<file path="config.mk">
export PLATFORM = sky130hd
export DESIGN_NAME = dma_prio_arbiter
export DESIGN_NICKNAME = d
export VERILOG_FILES = /design/src/rtl/arb_pkg.sv /design/src/rtl/arb_order_reg.sv /design/src/rtl/arb_select.sv /design/src/rtl/arb_grant_reg.sv /design/src/rtl/dma_prio_arbiter.sv
export SDC_FILE = /design/constraint.sdc
export NUM_CORES = 1
export LEC_CHECK = 0
export ABC_AREA = 1
export BUFFER_PORTS_ARGS = -buffer_cell sky130_fd_sc_hd__buf_2
export CAP_MARGIN = 0
export CORE_ASPECT_RATIO = 1.1
export CORE_UTILIZATION = 39
export DETAILED_ROUTE_END_ITERATION = 16
export GPL_ROUTABILITY_DRIVEN = 0
export PLACE_DENSITY_LB_ADDON = 0.25
export SYNTH_ARGS = -nofsm -noshare
export SYNTH_HDL_FRONTEND = slang
export SYNTH_SLANG_ARGS = --single-unit
</file>
<file path="constraint.sdc">
create_clock -name clk -period 2.1 [get_ports clk]
set_input_delay 0.105 -clock clk [delete_from_list [all_inputs] [get_ports clk]]
set_output_delay 0.105 -clock clk [all_outputs]
set_load 0.1 [all_outputs]
</file>
<file path="src/rtl/arb_pkg.sv">
package arb_pkg;

    localparam int NCH = 4;
    localparam int CW  = $clog2(NCH);

    typedef logic [CW-1:0]     ch_t;
    typedef ch_t  [NCH-1:0]    order_t;   // index 0 = highest rank
    typedef logic [NCH-1:0]    vec_t;

    typedef enum logic [1:0] {
        MODE_FIX_A = 2'b00,
        MODE_FIX_B = 2'b01,
        MODE_ROT   = 2'b10,
        MODE_ROT_X = 2'b11
    } mode_e;

    function automatic logic is_rotating(mode_e m);
        return m[1];
    endfunction

    // Starting ranking for each scheme
    function automatic order_t start_order(mode_e m);
        order_t r;
        for (int i = 0; i < NCH; i++) begin
            unique case (m)
                MODE_FIX_A, MODE_ROT:
                    r[i] = (i == 0) ? ch_t'(0) : ch_t'(NCH - i);
                MODE_FIX_B:
                    if (i == 0)            r[i] = ch_t'(1);
                    else if (i == NCH - 1) r[i] = ch_t'(0);
                    else                   r[i] = ch_t'(NCH - i);
                default:
                    r[i] = ch_t'(NCH - 1 - i);
            endcase
        end
        return r;
    endfunction

    // Move channel c to the lowest rank, keep others in order
    function automatic order_t demote(order_t o, ch_t c);
        order_t r;
        logic   seen;
        seen = 1'b0;
        for (int i = 0; i < NCH - 1; i++) begin
            seen = seen | (o[i] == c);
            r[i] = seen ? o[i+1] : o[i];
        end
        r[NCH-1] = c;
        return r;
    endfunction

    function automatic vec_t to_onehot(ch_t c);
        vec_t v;
        v = '0;
        v[c] = 1'b1;
        return v;
    endfunction

endpackage

</file>
<file path="src/rtl/arb_order_reg.sv">
module arb_order_reg
    import arb_pkg::*;
(
    input  logic   clk,
    input  logic   rst,
    input  mode_e  mode,
    input  logic   idle,
    input  logic   fin,
    input  ch_t    fin_ch,
    output order_t eff_order
);
    mode_e  mode_q;
    order_t rank_q;
    logic   mode_moved;

    assign mode_moved = (mode != mode_q);

    always_comb begin
        if (mode_moved || !is_rotating(mode))
            eff_order = start_order(mode);
        else
            eff_order = rank_q;
    end

    always_ff @(posedge clk) begin
        if (rst) begin
            mode_q <= MODE_FIX_A;
            rank_q <= start_order(MODE_FIX_A);
        end else if (idle && mode_moved) begin
            mode_q <= mode;
            rank_q <= start_order(mode);
        end else if (fin && is_rotating(mode_q)) begin
            rank_q <= demote(rank_q, fin_ch);
        end
    end
endmodule

</file>
<file path="src/rtl/arb_select.sv">
module arb_select
    import arb_pkg::*;
(
    input  vec_t   req,
    input  order_t order,
    output logic   hit,
    output ch_t    win
);
    vec_t by_rank;

    genvar g;
    generate
        for (g = 0; g < NCH; g++) begin : g_rank
            assign by_rank[g] = req[order[g]];
        end
    endgenerate

    always_comb begin
        hit = |by_rank;
        win = order[0];
        for (int i = NCH - 1; i >= 0; i--) begin
            if (by_rank[i]) win = order[i];
        end
    end
endmodule

</file>
<file path="src/rtl/arb_grant_reg.sv">
module arb_grant_reg
    import arb_pkg::*;
(
    input  logic clk,
    input  logic rst,
    input  logic hit,
    input  ch_t  win,
    input  logic done,
    output logic valid,
    output ch_t  id
);
    always_ff @(posedge clk) begin
        if (rst) begin
            valid <= 1'b0;
            id    <= '0;
        end else if (valid) begin
            if (done) begin
                valid <= 1'b0;
                id    <= '0;
            end
        end else if (hit) begin
            valid <= 1'b1;
            id    <= win;
        end
    end
endmodule

</file>
<file path="src/rtl/dma_prio_arbiter.sv">
module dma_prio_arbiter
    import arb_pkg::*;
(
    input  logic           clk,
    input  logic           rst,
    input  logic [NCH-1:0] req,
    input  logic [1:0]     mode,
    input  logic           done,
    output logic [NCH-1:0] grant,
    output logic [CW-1:0]  grant_id,
    output logic           grant_valid
);
    order_t eff_order;
    logic   hit;
    ch_t    win;
    logic   valid_q;
    ch_t    id_q;

    arb_order_reg u_order (
        .clk       (clk),
        .rst       (rst),
        .mode      (mode_e'(mode)),
        .idle      (!valid_q),
        .fin       (valid_q && done),
        .fin_ch    (id_q),
        .eff_order (eff_order)
    );

    arb_select u_sel (
        .req   (req),
        .order (eff_order),
        .hit   (hit),
        .win   (win)
    );

    arb_grant_reg u_gnt (
        .clk   (clk),
        .rst   (rst),
        .hit   (hit),
        .win   (win),
        .done  (done),
        .valid (valid_q),
        .id    (id_q)
    );

    assign grant       = valid_q ? to_onehot(id_q) : '0;
    assign grant_id    = id_q;
    assign grant_valid = valid_q;
endmodule

</file>
**Yosys cells after proc, flatten, opt, wreduce, memory -nomap -nowiden**

Cells that the tools add are included.

- Output and inout bits: 7
- Bits of input ports: 9
- Logic and storage cells: 73
- Register bits after elaboration: 13

- Mux-type cells: 31
- Eq/ne operators: 7
- Reductions and logical operators: 20
- Magnitude comparators: 6
- Bitwise gates (word level): 2

Operators by type and width:

| cell | number |
|---|---|
| $mux 8 | 3 |
| $mux 2 | 11 |
| $lt 2x3->1 const B | 5 |
| $mux 1 | 10 |
| $reduce_bool 2->1 | 5 |
| $bmux 1 s2 | 4 |
| $reduce_and 2->1 | 4 |
| $eq 2x2->1 | 3 |
| $logic_and 1x1->1 | 4 |
| $mux 4 | 1 |
| $pmux 2 s2 | 1 |
| $reduce_or 4->1 | 1 |
| $reduce_or 3->1 | 1 |
| $demux 1 s2 | 1 |
| $eq 2x1->1 const B | 1 |
| $eq 2x2->1 const B | 1 |
| $ge 2x1->1 const B | 1 |
| $logic_not 1->1 | 2 |
| $logic_not 2->1 | 1 |
| $ne 2x2->1 | 1 |
| $ne 2x2->1 const B | 1 |
| $or 1x1->1 | 2 |
| $reduce_or 2->1 | 1 |
| $logic_or 1x1->1 | 1 |

**Longest topological paths before layout**

Gate-level depths: netlist (run 1).

- Word-level depth: 12
- Depth in mapped cells: 14
- Mapped depth without buffers: 14

**Modules after synthesis**

From an unflattened synthesis (run 1), not the netlist that was laid out.

- Cell total of the unflattened synthesis: 201
- Area total of the unflattened synthesis: 1,103.6 um^2

By module, submodules not included:

| module | area each (um^2) | cells each | instances |
|---|---|---|---|
| arb_order_reg | 704.4 | 123 | 1 |
| arb_select | 242.7 | 53 | 1 |
| arb_grant_reg | 115.1 | 14 | 1 |
| dma_prio_arbiter | 41.3 | 11 | 1 |

**Worst setup path before layout (run 1)**

Ideal clock, no wire load.

- Path kind: register to output
- Start: register u_gnt.id[1]
- End: output grant[3]
- Path buffers: 1
- Stages on the path, launching flop included: 4
- Setup slack: -1.458 ns
- Data arrival time: 3.453 ns
- Cells stage by stage: dfxtp_1 > clkbuf_1 > inv_1 > nor3_1

- Cells in the longest elaborated chain, start to end: 5
- Elaborated cells between the ends (all ways): 6

Ends and longest elaborated chain:

| item | RTL line | source |
|---|---|---|
| start: declaration | arb_grant_reg.sv:10 | `output ch_t id` |
| start signal: assignment | arb_grant_reg.sv:23 | `id <= win;` |
| $lt 2x3->1 (not written as such) or $ge 2x1->1 (tied branches) | arb_pkg.sv:55 | `v[c] = 1'b1;` |
| $logic_and 1x1->1 (not written as such) | arb_pkg.sv:55 |  |
| $mux 1 (not written as such) | arb_pkg.sv:55 |  |
| $demux 1 s2 * | arb_pkg.sv:55 |  |
| $mux 4 * | dma_prio_arbiter.sv:46 | `assign grant = valid_q ? to_onehot(id_q) : '0;` |
| end: declaration | dma_prio_arbiter.sv:9 | `output logic [NCH-1:0] grant,` |

Every way passes the cells marked *; elsewhere a longest branch is shown, timed or not.

**Final worst setup path (run 1)**

- Start: register u_order.mode_q[1]
- End: register u_gnt.id[0]

- Cells in the longest elaborated chain, start to end: 11
- Elaborated cells between the ends (all ways): 20

Ends and longest elaborated chain:

| item | RTL line | source |
|---|---|---|
| start: declaration | arb_order_reg.sv:12 | `mode_e mode_q;` |
| start signal: assignment | arb_order_reg.sv:30 | `mode_q <= mode;` |
| $ne 2x2->1 * | arb_order_reg.sv:16 | `assign mode_moved = (mode != mode_q);` |
| $logic_or 1x1->1 * | arb_order_reg.sv:19 | `if (mode_moved \|\| !is_rotating(mode))` |
| $mux 8 * | arb_order_reg.sv:19 |  |
| $bmux 1 s2 | arb_select.sv:14 | `assign by_rank[g] = req[order[g]];` |
| $mux 1 (not written as such) | arb_select.sv:14 |  |
| $mux 2 (4 in a row) | arb_select.sv:22 | `if (by_rank[i]) win = order[i];` |
| $mux 2 | arb_grant_reg.sv:21 | `end else if (hit) begin` |
| $mux 2 | arb_grant_reg.sv:16 | `end else if (valid) begin` |

Every way passes the cells marked *; elsewhere a longest branch is shown, timed or not. The select of a mux whose other input is x is not followed.
A chain may end at the register's enable or synchronous reset.

==> impl_metrics.sql, run 1 <==
INSERT INTO impl_metrics (metric_group, metric, value, unit) VALUES
('drt', 'drt_wl_total', '2970', 'um'),
('timing', 'timing.setup.tns', '0', 'ns'),
('synth', 'fraction_of_post_synthesis_cell_area_in_the_top_cell_type_by_area', '23.3', '%'),
('clocking', 'cts-htree-levels', '1', ''),
('pwr', 'leakagePower', '0.000647', 'uW'),
('clocking', 'cts.reportedPaths.clkPinSlew', '0.08', 'ns'),
('synth', 'synthesized_nets', '194', ''),
('final_layout', 'design.final.nets', '212', ''),
('clocking', 'cts_setup_buffers', '0', ''),
('synth', 'synth-warning-count', '0', ''),
('final_layout', 'finish.utilization', '47.4', '%'),
('placed_design', 'port_buffers', '15', ''),
('grt', 'grt.overflow.total', '0', ''),
('die', 'ios', '16', ''),
('die', 'die_h', '58.2', 'um'),
('drt', 'initialDrtViolationCount', '40', ''),
('clocking', 'ctsLongestPathBuffers', '2', ''),
('grt', 'global_route_wire_length_before_repair', '4800', 'um'),
('worst_setup_path', 'worst-setup-path-type', 'flip-flop to flip-flop', ''),
('pwr', 'post-layout-total-power', '802', 'uW'),
('drt', 'final_antenna_net_count', '0', ''),
('worst_setup_path', 'cp-startpoint', 'u_order.mode_q[1]', ''),
('worst_setup_path', 'timing.critical_path.slowest_cell_delay', '0.37', 'ns'),
('status', 'run_status', 'complete, no violations', ''),
('pwr', 'max-vdd-ir-drop', '0.416', 'mV'),
('worst_hold_path', 'hold_start', 'rst', ''),
('grt', 'initial_antenna_violation_count', '0', ''),
('synth', 'synthesis.area', '0.00112', 'mm2'),
('drt', 'dr_total_vias', '1249', ''),
('drt', 'remaining_drc_errors', '0', ''),
('final_layout', 'cell_area_after_layout', '0.00130', 'mm2'),
('worst_setup_path', 'critPathMaxFanout', '11', ''),
('worst_setup_path', 'timing.critical_path.arrival', '2.06', 'ns'),
('timing', 'headroom_to_the_max_slew_limit', '67.9', '%'),
('timing', 'timing_max_transition_violations_final', '0', ''),
('run', 'cap_violations', '0', ''),
('worst_setup_path', 'cp_slowest_cell', 'dfxtp_1', ''),
('grt', 'globalRouteTotalUtil', '21.4', '%'),
('synth', 'synth_cells', '185', ''),
('worst_setup_path', 'end_kind', 'flip-flop', ''),
('final_layout', 'most-common-layout-cells', 'nand2_1, nand3_1, inv_1', ''),
('timing', 'worst_clock_skew', '0.00620', 'ns'),
('synth', 'postSynth.asyncResetShare', '0', '%'),
('timing', 'worst_case_hold_slack', '0.0939', 'ns'),
('clocking', 'clock-root-buffer', 'clkbuf_4', ''),
('synth', 'synth.largest_area_cell', 'dfxtp_1', ''),
('placed_design', 'hpwlAfterDp', '2430', 'um'),
('timing', 'layout_min_cycle_time', '1.86', 'ns'),
('worst_setup_path', 'timing.critical_path.cells', 'nand2_1 -> clkinv_4 -> nand3_2 -> nand2_1 -> nand2_1 -> nand2_1 -> nand3_1 -> nand2_1 -> nor2_1 -> nand2_1 -> nand2_1 -> nor2_1 -> nand2_1 -> a21oi_1', ''),
('final_layout', 'layout.area.seq', '264', 'um2'),
('drt', 'first_pass_iters', '6', ''),
('worst_setup_path', 'cpMostUsedCell', 'nand2_1', ''),
('timing', 'grt_setup_unrepaired', 'false', ''),
('worst_hold_path', 'min_path_type', 'primary input to flip-flop', ''),
('die', 'coreArea', '0.00275', 'mm2'),
('synth', 'synth_top_flop_cell', 'dfxtp_1', ''),
('final_layout', 'area_taken_by_multi_input_logic_gates', '768', 'um2'),
('die', 'design.die.area', '0.00309', 'mm2'),
('clocking', 'worstSkewPairLatency', '0.27', 'ns'),
('clocking', 'tritoncts', 'done', ''),
('clocking', 'clock_sink_count', '13', ''),
('timing', 'max_slew.worst_pin.slew', '0.485', 'ns'),
('grt', 'grt_start_max_net_pins', '12', ''),
('synth', 'number_of_synthesized_flops_with_an_enable_pin', '0', ''),
('synth', 'synthesis.area_per_instance', '6.05', 'um2'),
('timing', 'period_share', '88.7', '%'),
('synth', 'yosys_register_bits', '13', ''),
('synth', 'synthDistinctLibCells', '24', ''),
('timing', 'fmax', '0.537', 'GHz'),
('pwr', 'powerDensity', '615', 'mW/mm2'),
('grt', 'first_global_vias', '1132', '');
## cells in the mapped netlist, types with 3 or more instances
| cell | instances |
|---|---|
| a21oi_1 | 15 |
| inv_1 | 27 |
| nor3_1 | 4 |
| o21ai_0 | 7 |
| xnor2_1 | 3 |
| nand2_2 | 3 |
| nand2_1 | 46 |
| inv_2 | 4 |
| nand3_1 | 28 |
| o211ai_1 | 7 |
| nand3_2 | 4 |
| nor2_1 | 11 |
| dfxtp_1 | 13 |
## power breakdown
part           switching, uW  internal, uW  total, uW  leakage, uW
Combinational            236          96.0        332     0.000524
Sequential              44.0           275        319     0.000109
Clock                   76.8          73.6        150    0.0000150
## through the flow
stage,instances,setup slack [ns]
2_1_floorplan,185,0.0542
4_1_cts,235,0.175
3_5_place_dp,231,0.214
5_1_grt,235,0.0228
3_3_place_gp,231,0.278
6_report,235,0.238
## worst max-delay path: cells and delay by family, from the launching register on
family / cells / cell delay, ns
buf+inv: 1 / 0.13
simple gates: 12 / 1.15
compound gates: 1 / 0.13
flops: 1 / 0.37
## cell type report
class,count,area share (%)
timing repair buffer,16,6.33
inverter,31,9.31
multi-input combinational,138,58.9
clock buffer,4,2.02
tap,33,3.17
sequential,13,20.2
## state kept, by name (all words and copies together) (netlist names)
register / cells
u_order.mode_q: 2
u_order.rank_q: 8
u_gnt.id: 2
u_gnt.valid: 1
## final timing paths
check,end,slack (ns),depth (start not counted)
max,u_gnt.id[0],0.24,14
min,u_order.mode_q[0],0.09,2
max reg2reg,u_gnt.id[0],0.24,14
min reg2reg,u_order.mode_q[1],0.50,2
## logic make-up (layout without fill, tap and decap cells)
group,after synthesis,count (layout),share of synthesized area (%)
flip-flops,13,13,23.3
AND/OR/NAND/NOR,102,102,45.0
buffers and inverters,34,51,12.1
AO/OA/AOI/OAI,32,32,16.6
XOR/XNOR,4,4,3.13
## routing by layer
layer	share of wire, %	GRT usage (%)	vias to the layer above
met2	50	36.3	39
met1	42	25.6	561
met4	2.4	12.0	0
met3	5.0	2.36	8
met5	0	0	-
li1	-	-	641
Note: power is estimated with default switching activity, not from simulation.
==> run 2: changes to the inputs <==
- CORE_MARGIN: unset -> 2
==> impl_metrics.sql, run 2 (synthesis results as in run 1) <==
INSERT INTO impl_metrics (metric_group, metric, value, unit) VALUES
('drt', 'final_antenna_net_count', '0', ''),
('pwr', 'power_switching_share', '44.9', '%'),
('worst_setup_path', 'critical_path_depth', '12', ''),
('clocking', 'worstSkewPairLatency', '0.27', 'ns'),
('grt', 'grt.overflow.total', '0', ''),
('drt', 'dr_total_vias', '1294', ''),
('worst_setup_path', 'cp-startpoint', 'u_order.mode_q[1]', ''),
('drt', 'avgRoutedWirePerCell', '12.8', 'um'),
('timing', 'layout_min_cycle_time', '1.88', 'ns'),
('final_layout', 'regMostFlops', 'u_order.rank_q', ''),
('worst_setup_path', 'critPathLaunchType', 'flip-flop', ''),
('grt', 'global_route_wire_length_before_repair', '4960', 'um'),
('clocking', 'cts-htree-levels', '1', ''),
('worst_setup_path', 'timing.critical_path.slowest_cell_delay', '0.37', 'ns'),
('worst_setup_path', 'regToRegEndpoint', 'u_gnt.id[0]', ''),
('grt', 'first_global_vias', '1168', ''),
('timing', 'fmax', '0.532', 'GHz'),
('final_layout', 'syn2layout_area_growth', '16.3', '%'),
('timing', 'timing_max_transition_violations_final', '0', ''),
('clocking', 'cts_setup_buffers', '0', ''),
('drt', 'drt_wl_total', '3010', 'um'),
('pwr', 'internal_power', '445', 'uW'),
('die', 'die_h', '60.2', 'um'),
('worst_setup_path', 'cp_slowest_cell', 'dfxtp_1', ''),
('worst_setup_path', 'critPathMaxFanout', '11', ''),
('die', 'die_w', '55.1', 'um'),
('timing', 'worst_clock_skew', '0.000936', 'ns'),
('pwr', 'max-vdd-ir-drop', '0.398', 'mV'),
('worst_setup_path', 'worst_r2r_startpoint', 'u_order.mode_q[1]', ''),
('pwr', 'powerDensity', '621', 'mW/mm2'),
('timing', 'finalSetupViolations', '0', ''),
('placed_design', 'placedInstanceArea', '0.00127', 'mm2'),
('timing', 'max_slew.worst_pin.slew', '0.485', 'ns'),
('worst_setup_path', 'worst_path_dominant_cell_family', 'simple AND/OR/NAND/NOR gates', ''),
('drt', 'remaining_drc_errors', '0', ''),
('timing', 'final-hold-violation-count', '0', ''),
('pwr', 'clock_share_of_power', '19.0', '%'),
('worst_setup_path', 'critPathRequiredTime', '2.30', 'ns'),
('pwr', 'post-layout-total-power', '808', 'uW'),
('worst_setup_path', 'worst-setup-path-type', 'flip-flop to flip-flop', ''),
('die', 'floorplan.rows', '20', ''),
('final_layout', 'most-common-layout-cells', 'nand2_1, nand3_1, inv_1', ''),
('drt', 'initialDrtViolationCount', '37', ''),
('worst_setup_path', 'timing.critical_path.cells', 'nand2_1 -> inv_4 -> nand3_2 -> nand2_2 -> nand2_1 -> nand3_1 -> nand2_1 -> nor2_1 -> nand2_1 -> nand2_1 -> nand3_1 -> a21oi_1', ''),
('pwr', 'leakagePower', '0.000648', 'uW'),
('final_layout', 'antennaDiodeCount', '0', ''),
('clocking', 'cts.reportedPaths.clkPinSlew', '0.08', 'ns'),
('final_layout', 'largestRegisters', 'u_order.rank_q x8, u_gnt.id x2, u_order.mode_q x2', ''),
('grt', 'grt_start_max_net_pins', '12', ''),
('worst_hold_path', 'min_path_type', 'primary input to flip-flop', ''),
('worst_setup_path', 'worst-r2r-setup-slack', '0.22', 'ns'),
('clocking', 'clock_sink_count', '13', ''),
('pwr', 'total_switching_power', '363', 'uW'),
('final_layout', 'finish.utilization', '47.3', '%'),
('pwr', 'sequential_power_share', '39.5', '%'),
('die', 'ios', '16', ''),
('clocking', 'tritoncts', 'done', ''),
('run', 'cap_violations', '0', ''),
('final_layout', 'finalNonFillerCells', '235', ''),
('final_layout', 'layout.area.seq', '264', 'um2'),
('placed_design', 'port_buffers', '15', ''),
('pwr', 'p_comb_share', '41.4', '%'),
('worst_setup_path', 'worst-path-buf-inv', '1', ''),
('clocking', 'cts_buffer_count', '3', ''),
('worst_setup_path', 'end_kind', 'flip-flop', ''),
('timing', 'period_share', '89.5', '%'),
('clocking', 'clock-root-buffer', 'clkbuf_4', ''),
('final_layout', 'fill_cells', '306', ''),
('die', 'coreArea', '0.00275', 'mm2'),
('final_layout', 'cell_area_after_layout', '0.00130', 'mm2'),
('worst_hold_path', 'whs_path_depth', '2', ''),
('grt', 'initial_antenna_violation_count', '0', ''),
('placed_design', 'hpwlAfterDp', '2420', 'um'),
('worst_setup_path', 'timing.critical_path.arrival', '2.08', 'ns'),
('worst_hold_path', 'hold_start', 'rst', ''),
('final_layout', 'share_of_layout_cells_above_drive_strength_1', '20.3', '%'),
('worst_setup_path', 'cpMostUsedCell', 'nand2_1', ''),
('final_layout', 'area_taken_by_multi_input_logic_gates', '768', 'um2'),
('drt', 'vias_per_cell', '5.51', ''),
('grt', 'globalRouteTotalUtil', '20.3', '%'),
('placed_design', 'placed_cells', '231', ''),
('final_layout', 'layout.cells.most_common', 'nand2_1', ''),
('timing', 'grt_setup_unrepaired', 'false', ''),
('worst_setup_path', 'ff2ff_path_depth', '12', ''),
('clocking', 'ctsLongestPathBuffers', '2', ''),
('status', 'run_status', 'complete, no violations', ''),
('final_layout', 'largest_register_ffs', '8', ''),
('die', 'floorplan.initialDensity', '40.6', '%'),
('worst_hold_path', 'timing.hold.worst_endpoint', 'u_gnt.id[1]', ''),
('timing', 'timing.setup.tns', '0', 'ns'),
('final_layout', 'design.final.nets', '212', ''),
('timing', 'headroom_to_the_max_slew_limit', '67.9', '%'),
('drt', 'first_pass_iters', '5', ''),
('die', 'design.die.area', '0.00331', 'mm2');
[run 2: cell count changes in the layout (fill, tap and decap cells not counted)]
cell and change:
inv_4 +1, clkinv_4 -1
[run 2: how the worst max path moves through the flow]
stage,end,slack [ns]
5_1_grt,u_gnt.id[0],0.03
3_3_place_gp,u_gnt.id[1],0.31
3_5_place_dp,u_gnt.id[0],0.23
2_1_floorplan,grant[3],0.05
4_1_cts,u_gnt.id[0],0.20
6_report,u_gnt.id[0],0.22
[run 2: cell type report]
cell class,instances,share of cell area [%]
clock buffer,4,2.02
multi-input combinational,138,59.0
inverter,31,9.13
tap,33,3.17
timing repair buffer,16,6.35
sequential,13,20.3
[run 2: per-stage QoR]
step / hold WS, ns / setup slack (ns)
4_1_cts: 0.0858 / 0.198
3_5_place_dp: 0.375 / 0.234
6_report: 0.0928 / 0.221
5_1_grt: 0.0912 / 0.0296
3_3_place_gp: 0.379 / 0.308
2_1_floorplan: 0.167 / 0.0542
[run 2: per-layer routing]
layer  global-route usage, %  share of wire [%]  vias up
met1                    25.2                 42      593
met3                    1.50                5.5        6
li1                        -                  -      647
met4                    6.27                1.3        0
met5                       0                  0        -
met2                    36.2                 51       48
[run 2: power groups by stage]
stage	clock (uW)	combinational, uW	sequential, uW
global route	168	370	324
global placement	0	325	324
finish	154	335	319
floorplan	0	243	344
detailed placement	0	330	324
CTS	159	332	319
[run 2: what timing repair did]
| action | 4_1_cts | 5_1_grt |
|---|---|---|
| resized for setup | 0 | 1 |
| hold buffers | 0 | 0 |
| endpoints found under the setup margin | 0 | 1 |
